===== src/rtl/gpio_pin_evt_pkg.sv =====
package gpio_pin_evt_pkg;

   typedef enum logic [1:0] {
      SEL_LOW  = 2'b00,
      SEL_HIGH = 2'b01,
      SEL_BOTH = 2'b10,
      SEL_RSVD = 2'b11
   } sel_e;

   typedef struct packed {
      logic irq_en;
      logic unmask;
      logic level;
      sel_e sel;
      logic oe;
      logic oval;
   } pin_cfg_t;

   localparam int B_IRQ_EN  = 0;
   localparam int B_UNMASK  = 1;
   localparam int B_LEVEL   = 2;
   localparam int B_SEL_LO  = 3;
   localparam int B_OE      = 5;
   localparam int B_OVAL    = 6;
   localparam int B_WAKE_LO = 7;

   function automatic int irq_sts_pos(input int n);
      return B_WAKE_LO + n;
   endfunction

   function automatic int wake_sts_pos(input int n);
      return B_WAKE_LO + n + 1;
   endfunction

   function automatic int pin_pos(input int n);
      return B_WAKE_LO + n + 2;
   endfunction

   function automatic int word_w(input int n);
      return B_WAKE_LO + n + 3;
   endfunction

endpackage


===== src/rtl/gpio_evt_detect.sv =====
module gpio_evt_detect
   import gpio_pin_evt_pkg::*;
(
   input  logic clk,
   input  logic rst_n,
   input  logic pin_in,
   input  logic level_mode,
   input  sel_e sel,
   output logic evt
);

   logic prev_q;
   logic rise;
   logic fall;

   always_ff @(posedge clk) begin
      if (!rst_n) prev_q <= 1'b0;
      else        prev_q <= pin_in;
   end

   assign rise = pin_in & ~prev_q;
   assign fall = ~pin_in & prev_q;

   always_comb begin
      evt = 1'b0;
      if (level_mode) begin
         unique case (sel)
            SEL_LOW:  evt = ~pin_in;
            SEL_HIGH: evt = pin_in;
            default:  evt = 1'b0;
         endcase
      end else begin
         unique case (sel)
            SEL_LOW:  evt = fall;
            SEL_HIGH: evt = rise;
            SEL_BOTH: evt = rise | fall;
            default:  evt = 1'b0;
         endcase
      end
   end

endmodule


===== src/rtl/gpio_wake_match.sv =====
module gpio_wake_match #(
   parameter int NUM_SLEEP = 3,
   parameter int SLP_W     = 2
) (
   input  logic [SLP_W-1:0]     sleep_state,
   input  logic [NUM_SLEEP-1:0] wake_en,
   output logic                 hit
);

   logic [NUM_SLEEP-1:0] hit_vec;

   for (genvar k = 0; k < NUM_SLEEP; k++) begin : g_state
      assign hit_vec[k] = wake_en[k] && (sleep_state == SLP_W'(k + 1));
   end

   assign hit = |hit_vec;

endmodule


===== src/rtl/gpio_w1c_bit.sv =====
module gpio_w1c_bit (
   input  logic clk,
   input  logic rst_n,
   input  logic set_i,
   input  logic clr_i,
   output logic q
);

   always_ff @(posedge clk) begin
      if (!rst_n) q <= 1'b0;
      else        q <= set_i | (q & ~clr_i);
   end

endmodule


===== src/rtl/gpio_pin_evt.sv =====
module gpio_pin_evt
   import gpio_pin_evt_pkg::*;
#(
   parameter  int NUM_SLEEP = 3,
   localparam int SLP_W     = $clog2(NUM_SLEEP + 1),
   localparam int WORD_W    = word_w(NUM_SLEEP)
) (
   input  logic              clk,
   input  logic              rst_n,
   input  logic              pin_in,
   input  logic [SLP_W-1:0]  sleep_state,
   input  logic              wr_en,
   input  logic [WORD_W-2:0] wr_data,
   output logic [WORD_W-1:0] rd_word,
   output logic              pad_oe,
   output logic              pad_out,
   output logic              irq_sts,
   output logic              wake_sts,
   output logic              pending,
   output logic              irq_out
);

   localparam int P_IRQ_STS  = irq_sts_pos(NUM_SLEEP);
   localparam int P_WAKE_STS = wake_sts_pos(NUM_SLEEP);
   localparam int P_PIN      = pin_pos(NUM_SLEEP);

   if (NUM_SLEEP < 1 || NUM_SLEEP > 7) begin : g_bad_param
      $error("gpio_pin_evt: NUM_SLEEP must lie in 1..7");
   end

   pin_cfg_t             cfg_q;
   logic [NUM_SLEEP-1:0] wake_en_q;
   logic                 evt;
   logic                 wake_hit;
   logic                 clr_irq;
   logic                 clr_wake;

   always_ff @(posedge clk) begin
      if (!rst_n) begin
         cfg_q     <= '0;
         wake_en_q <= '0;
      end else if (wr_en) begin
         cfg_q.irq_en <= wr_data[B_IRQ_EN];
         cfg_q.unmask <= wr_data[B_UNMASK];
         cfg_q.level  <= wr_data[B_LEVEL];
         cfg_q.sel    <= sel_e'(wr_data[B_SEL_LO +: 2]);
         cfg_q.oe     <= wr_data[B_OE];
         cfg_q.oval   <= wr_data[B_OVAL];
         wake_en_q    <= wr_data[B_WAKE_LO +: NUM_SLEEP];
      end
   end

   assign clr_irq  = wr_en & wr_data[P_IRQ_STS];
   assign clr_wake = wr_en & wr_data[P_WAKE_STS];

   gpio_evt_detect u_det (
      .clk        (clk),
      .rst_n      (rst_n),
      .pin_in     (pin_in),
      .level_mode (cfg_q.level),
      .sel        (cfg_q.sel),
      .evt        (evt)
   );

   gpio_wake_match #(
      .NUM_SLEEP (NUM_SLEEP),
      .SLP_W     (SLP_W)
   ) u_match (
      .sleep_state (sleep_state),
      .wake_en     (wake_en_q),
      .hit         (wake_hit)
   );

   gpio_w1c_bit u_irq_sts (
      .clk   (clk),
      .rst_n (rst_n),
      .set_i (evt & cfg_q.irq_en),
      .clr_i (clr_irq),
      .q     (irq_sts)
   );

   gpio_w1c_bit u_wake_sts (
      .clk   (clk),
      .rst_n (rst_n),
      .set_i (evt & wake_hit),
      .clr_i (clr_wake),
      .q     (wake_sts)
   );

   assign pending = irq_sts | wake_sts;
   assign irq_out = irq_sts & cfg_q.irq_en & cfg_q.unmask;
   assign pad_oe  = cfg_q.oe;
   assign pad_out = cfg_q.oval;

   always_comb begin
      rd_word                         = '0;
      rd_word[B_IRQ_EN]               = cfg_q.irq_en;
      rd_word[B_UNMASK]               = cfg_q.unmask;
      rd_word[B_LEVEL]                = cfg_q.level;
      rd_word[B_SEL_LO +: 2]          = cfg_q.sel;
      rd_word[B_OE]                   = cfg_q.oe;
      rd_word[B_OVAL]                 = cfg_q.oval;
      rd_word[B_WAKE_LO +: NUM_SLEEP] = wake_en_q;
      rd_word[P_IRQ_STS]              = irq_sts;
      rd_word[P_WAKE_STS]             = wake_sts;
      rd_word[P_PIN]                  = pin_in;
   end

endmodule


===== config.mk =====
export PLATFORM = sky130hd
export DESIGN_NAME = gpio_pin_evt
export DESIGN_NICKNAME = d
export VERILOG_FILES = /design/src/rtl/gpio_pin_evt_pkg.sv /design/src/rtl/gpio_evt_detect.sv /design/src/rtl/gpio_wake_match.sv /design/src/rtl/gpio_w1c_bit.sv /design/src/rtl/gpio_pin_evt.sv
export SDC_FILE = /design/constraint.sdc
export NUM_CORES = 1
export LEC_CHECK = 0
export BUFFER_PORTS_ARGS = -buffer_cell sky130_fd_sc_hd__buf_4
export CAP_MARGIN = 20
export CORE_MARGIN = 4
export CORE_UTILIZATION = 44
export CTS_CLUSTER_DIAMETER = 30
export DETAILED_ROUTE_END_ITERATION = 12
export PLACE_DENSITY_LB_ADDON = 0.08
export SLEW_MARGIN = 40
export SYNTH_ARGS = -nofsm -noshare
export SYNTH_HDL_FRONTEND = slang
export SYNTH_SLANG_ARGS = --single-unit

===== constraint.sdc =====
create_clock -name clk -period 3.2 [get_ports clk]
set_clock_uncertainty 0.1 [all_clocks]
set_input_delay 0.32 -clock clk [delete_from_list [all_inputs] [get_ports clk]]
set_output_delay 0.32 -clock clk [all_outputs]
set_load 0.02 [all_outputs]

==> impl_metrics.tcl <==
set metrics [dict create \
    setup_viol 0 \
    hpwl_um 1060 \
    clkLatencyLatePin_ps 280 \
    layout-drive-gt1-share_pct 44.3 \
    required_ps 2780 \
    die-area_sq_um 2080 \
    rows 13 \
    io_buffers 36 \
    synth_xor_area_share_pct 1.41 \
    synth_compound_area_share_pct 12.3 \
    grt_antenna_before_repair 0 \
    critPathMaxFanout 5 \
    critPathArrivalTime_ps 1080 \
    drt_iter0_drc 0 \
    vdd.ir_drop.worst_mv 0.225 \
    syn-num-nets 85 \
    synth_simple_gate_area_share_pct 9.26 \
    clk_pin_slew_ps 80 \
    ant_nets 0 \
    fmax_mhz 666 \
    n_antenna_cell 0 \
    dieWidth_um 45.6 \
    status "finished, final reports clean" \
    syn-cell-area_sq_um 622 \
    clockBufferDepth 2 \
    min_period_ps 1500 \
    ys_seq_area_share_pct 41.9 \
    grt_pass1_wl_um 2150 \
    synthMuxAreaShare_pct 19.5 \
    drv_cap 0 \
    cts_resized 0 \
    grt.total_usage_pct 14.8 \
    cts_buffers 3 \
    dr.pass1.iters 1 \
    worst_pin_slew_ps 387 \
    cts_tree "yes" \
    final.period_utilization_pct 46.9 \
    finalSetupTns_ps 0 \
    ctsHoldBuffers 0 \
    ys_warn_count 0 \
    overflow 0 \
    crit_type "flop to output port" \
    drc 0 \
    htreeDepth 1 \
    rsz0062_at_grt "false" \
    hold_class "primary input to flop" \
    ys_ff_latch 13 \
    drv_slew 0 \
    design.core.area_sq_um 1320 \
    synth.distinct_cells 20 \
    dpl_cell_area_sq_um 857 \
    clock-sinks 13 \
    wire_per_inst_um 12.7 \
    finalHoldViolCount 0 \
    routabilityCongestion 0.632 \
    p_leak_nw 0.457 \
    syn_to_final_growth_pct 42.1 \
    clock-root-buffer "clkbuf_4" \
    end_kind "output port" \
    synth_top_family_by_area "multiplexers" \
    power_density_nw_per_um2 407 \
    synth_fa_ha_area_share_pct 4.02 \
    synth.avg_cell_area_sq_um 9.57 \
    via_per_inst 4.76 \
    design_area_sq_um 883 \
    layout_setup_ws_ps 1700 \
    io_pins 37 \
    route.vias.total 533 \
    grt_max_degree 13 \
    startpoint_type "flop" \
    wl_um 1430 \
    slew_headroom_pct 74.2 \
    dp_slack_ps 1530 \
    nNetsFinal 118 \
    cts_setup_buffers 0 \
    grt_pass1_vias 510 \
    syn_inst 65 \
    die_h_um 45.6 \
    start_util_pct 47.2 \
]
cell usage in the layout (no fill, tap or decap), drive strengths merged:
cell / count
ha: 2
mux2i: 11
mux2: 1
a21oi: 1
nand2: 1
clkbuf: 4
or2: 1
buf: 36
o21a: 1
a21boi: 2
dfxtp: 13
a31oi: 3
nor2: 11
a211o: 1
a221oi: 1
o21ai: 1
xnor2: 1
and3: 1
inv: 5
power breakdown:
| part | switching (mW) | leakage (nW) | internal [mW] |
|---|---|---|---|
| registers | 0.00780 | 0.107 | 0.171 |
| clock network | 0.0539 | 0.0150 | 0.0484 |
| logic | 0.0379 | 0.335 | 0.0410 |
| total | 0.0996 | 0.457 | 0.260 |
cell type report:
class | count | area, sq um
flip-flops and latches | 13 | 260
clock buffers | 4 | 26.3
fillers | 135 | 434
multi-input cells | 39 | 289
inverters | 5 | 18.8
repair buffers | 36 | 270
well taps | 15 | 18.8
state kept, by name, indices dropped and copies added, names as in the netlist:
signal and cells:
pad_oe 1, pad_out 1, rd_word 5, u_det.prev_q 1, u_irq_sts.q 1, u_wake_sts.q 1
wake_en_q 3
critical path: stages, from the launching register on:
cell and delay (ps):
dfxtp_1 350, or2_2 300, buf_4 160
metrics by stage:
| stage | hold WS (ps) | cells | utilization [%] | total power [mW] |
|---|---|---|---|---|
| after global placement | 399 | 108 | 65.1 | 0.260 |
| after CTS | 169 | 112 | 67.0 | 0.363 |
| after detailed placement | 402 | 108 | 65.1 | 0.261 |
| after global routing | 164 | 112 | 67.0 | 0.382 |
| after floorplan | 358 | 65 | - | 0.227 |
| final | 171 | 112 | 67.0 | 0.359 |
final timing paths:
path,start,end,slack [ps],cells after the start
worst min-delay path,wr_data[4],rd_word[4],170,3
worst max register to register,u_det.prev_q,u_wake_sts.q,1720,4
worst max-delay path,u_irq_sts.q,pending,1700,2
worst min register to register,rd_word[1],rd_word[1],420,2
cells in the mapped netlist, drive strengths merged:
| master | count | area [sq um] |
|---|---|---|
| ha | 2 | 25.0 |
| xnor2 | 1 | 8.76 |
| a221oi | 1 | 15.0 |
| nand2 | 1 | 3.75 |
| o21ai | 1 | 5.00 |
| or2 | 1 | 6.26 |
| and3 | 1 | 6.26 |
| a21boi | 2 | 15.0 |
| buf | 7 | 50.0 |
| dfxtp | 13 | 260 |
| nor2 | 11 | 41.3 |
| o21a | 1 | 8.76 |
| clkbuf | 1 | 3.75 |
| a21oi | 1 | 5.00 |
| a31oi | 3 | 18.8 |
| mux2i | 11 | 110 |
| a211o | 1 | 8.76 |
| inv | 5 | 18.8 |
| mux2 | 1 | 11.3 |
kinds of logic (layout without fill, tap and decap cells):
kind of cell	Yosys count	in the layout
adder cells (fa/ha/maj)	2	2
AO/OA/AOI/OAI	10	10
buffers and inverters	13	45
XOR/XNOR	1	1
AND/OR/NAND/NOR	14	14
multiplexers	12	12
flip-flops	13	13
layer usage:
layer  global-route usage (%)  wire (um)  vias to the layer above  part of all wire (%)
met4                     10.5         36                        0                   2.5
met2                     22.6        633                       24                    44
met3                     4.35        144                        5                    10
li1                         -          -                      277                     -
met5                        0          0                        -                     0
met1                     17.5        611                      227                    43
Power figures use the tool's default switching activity.
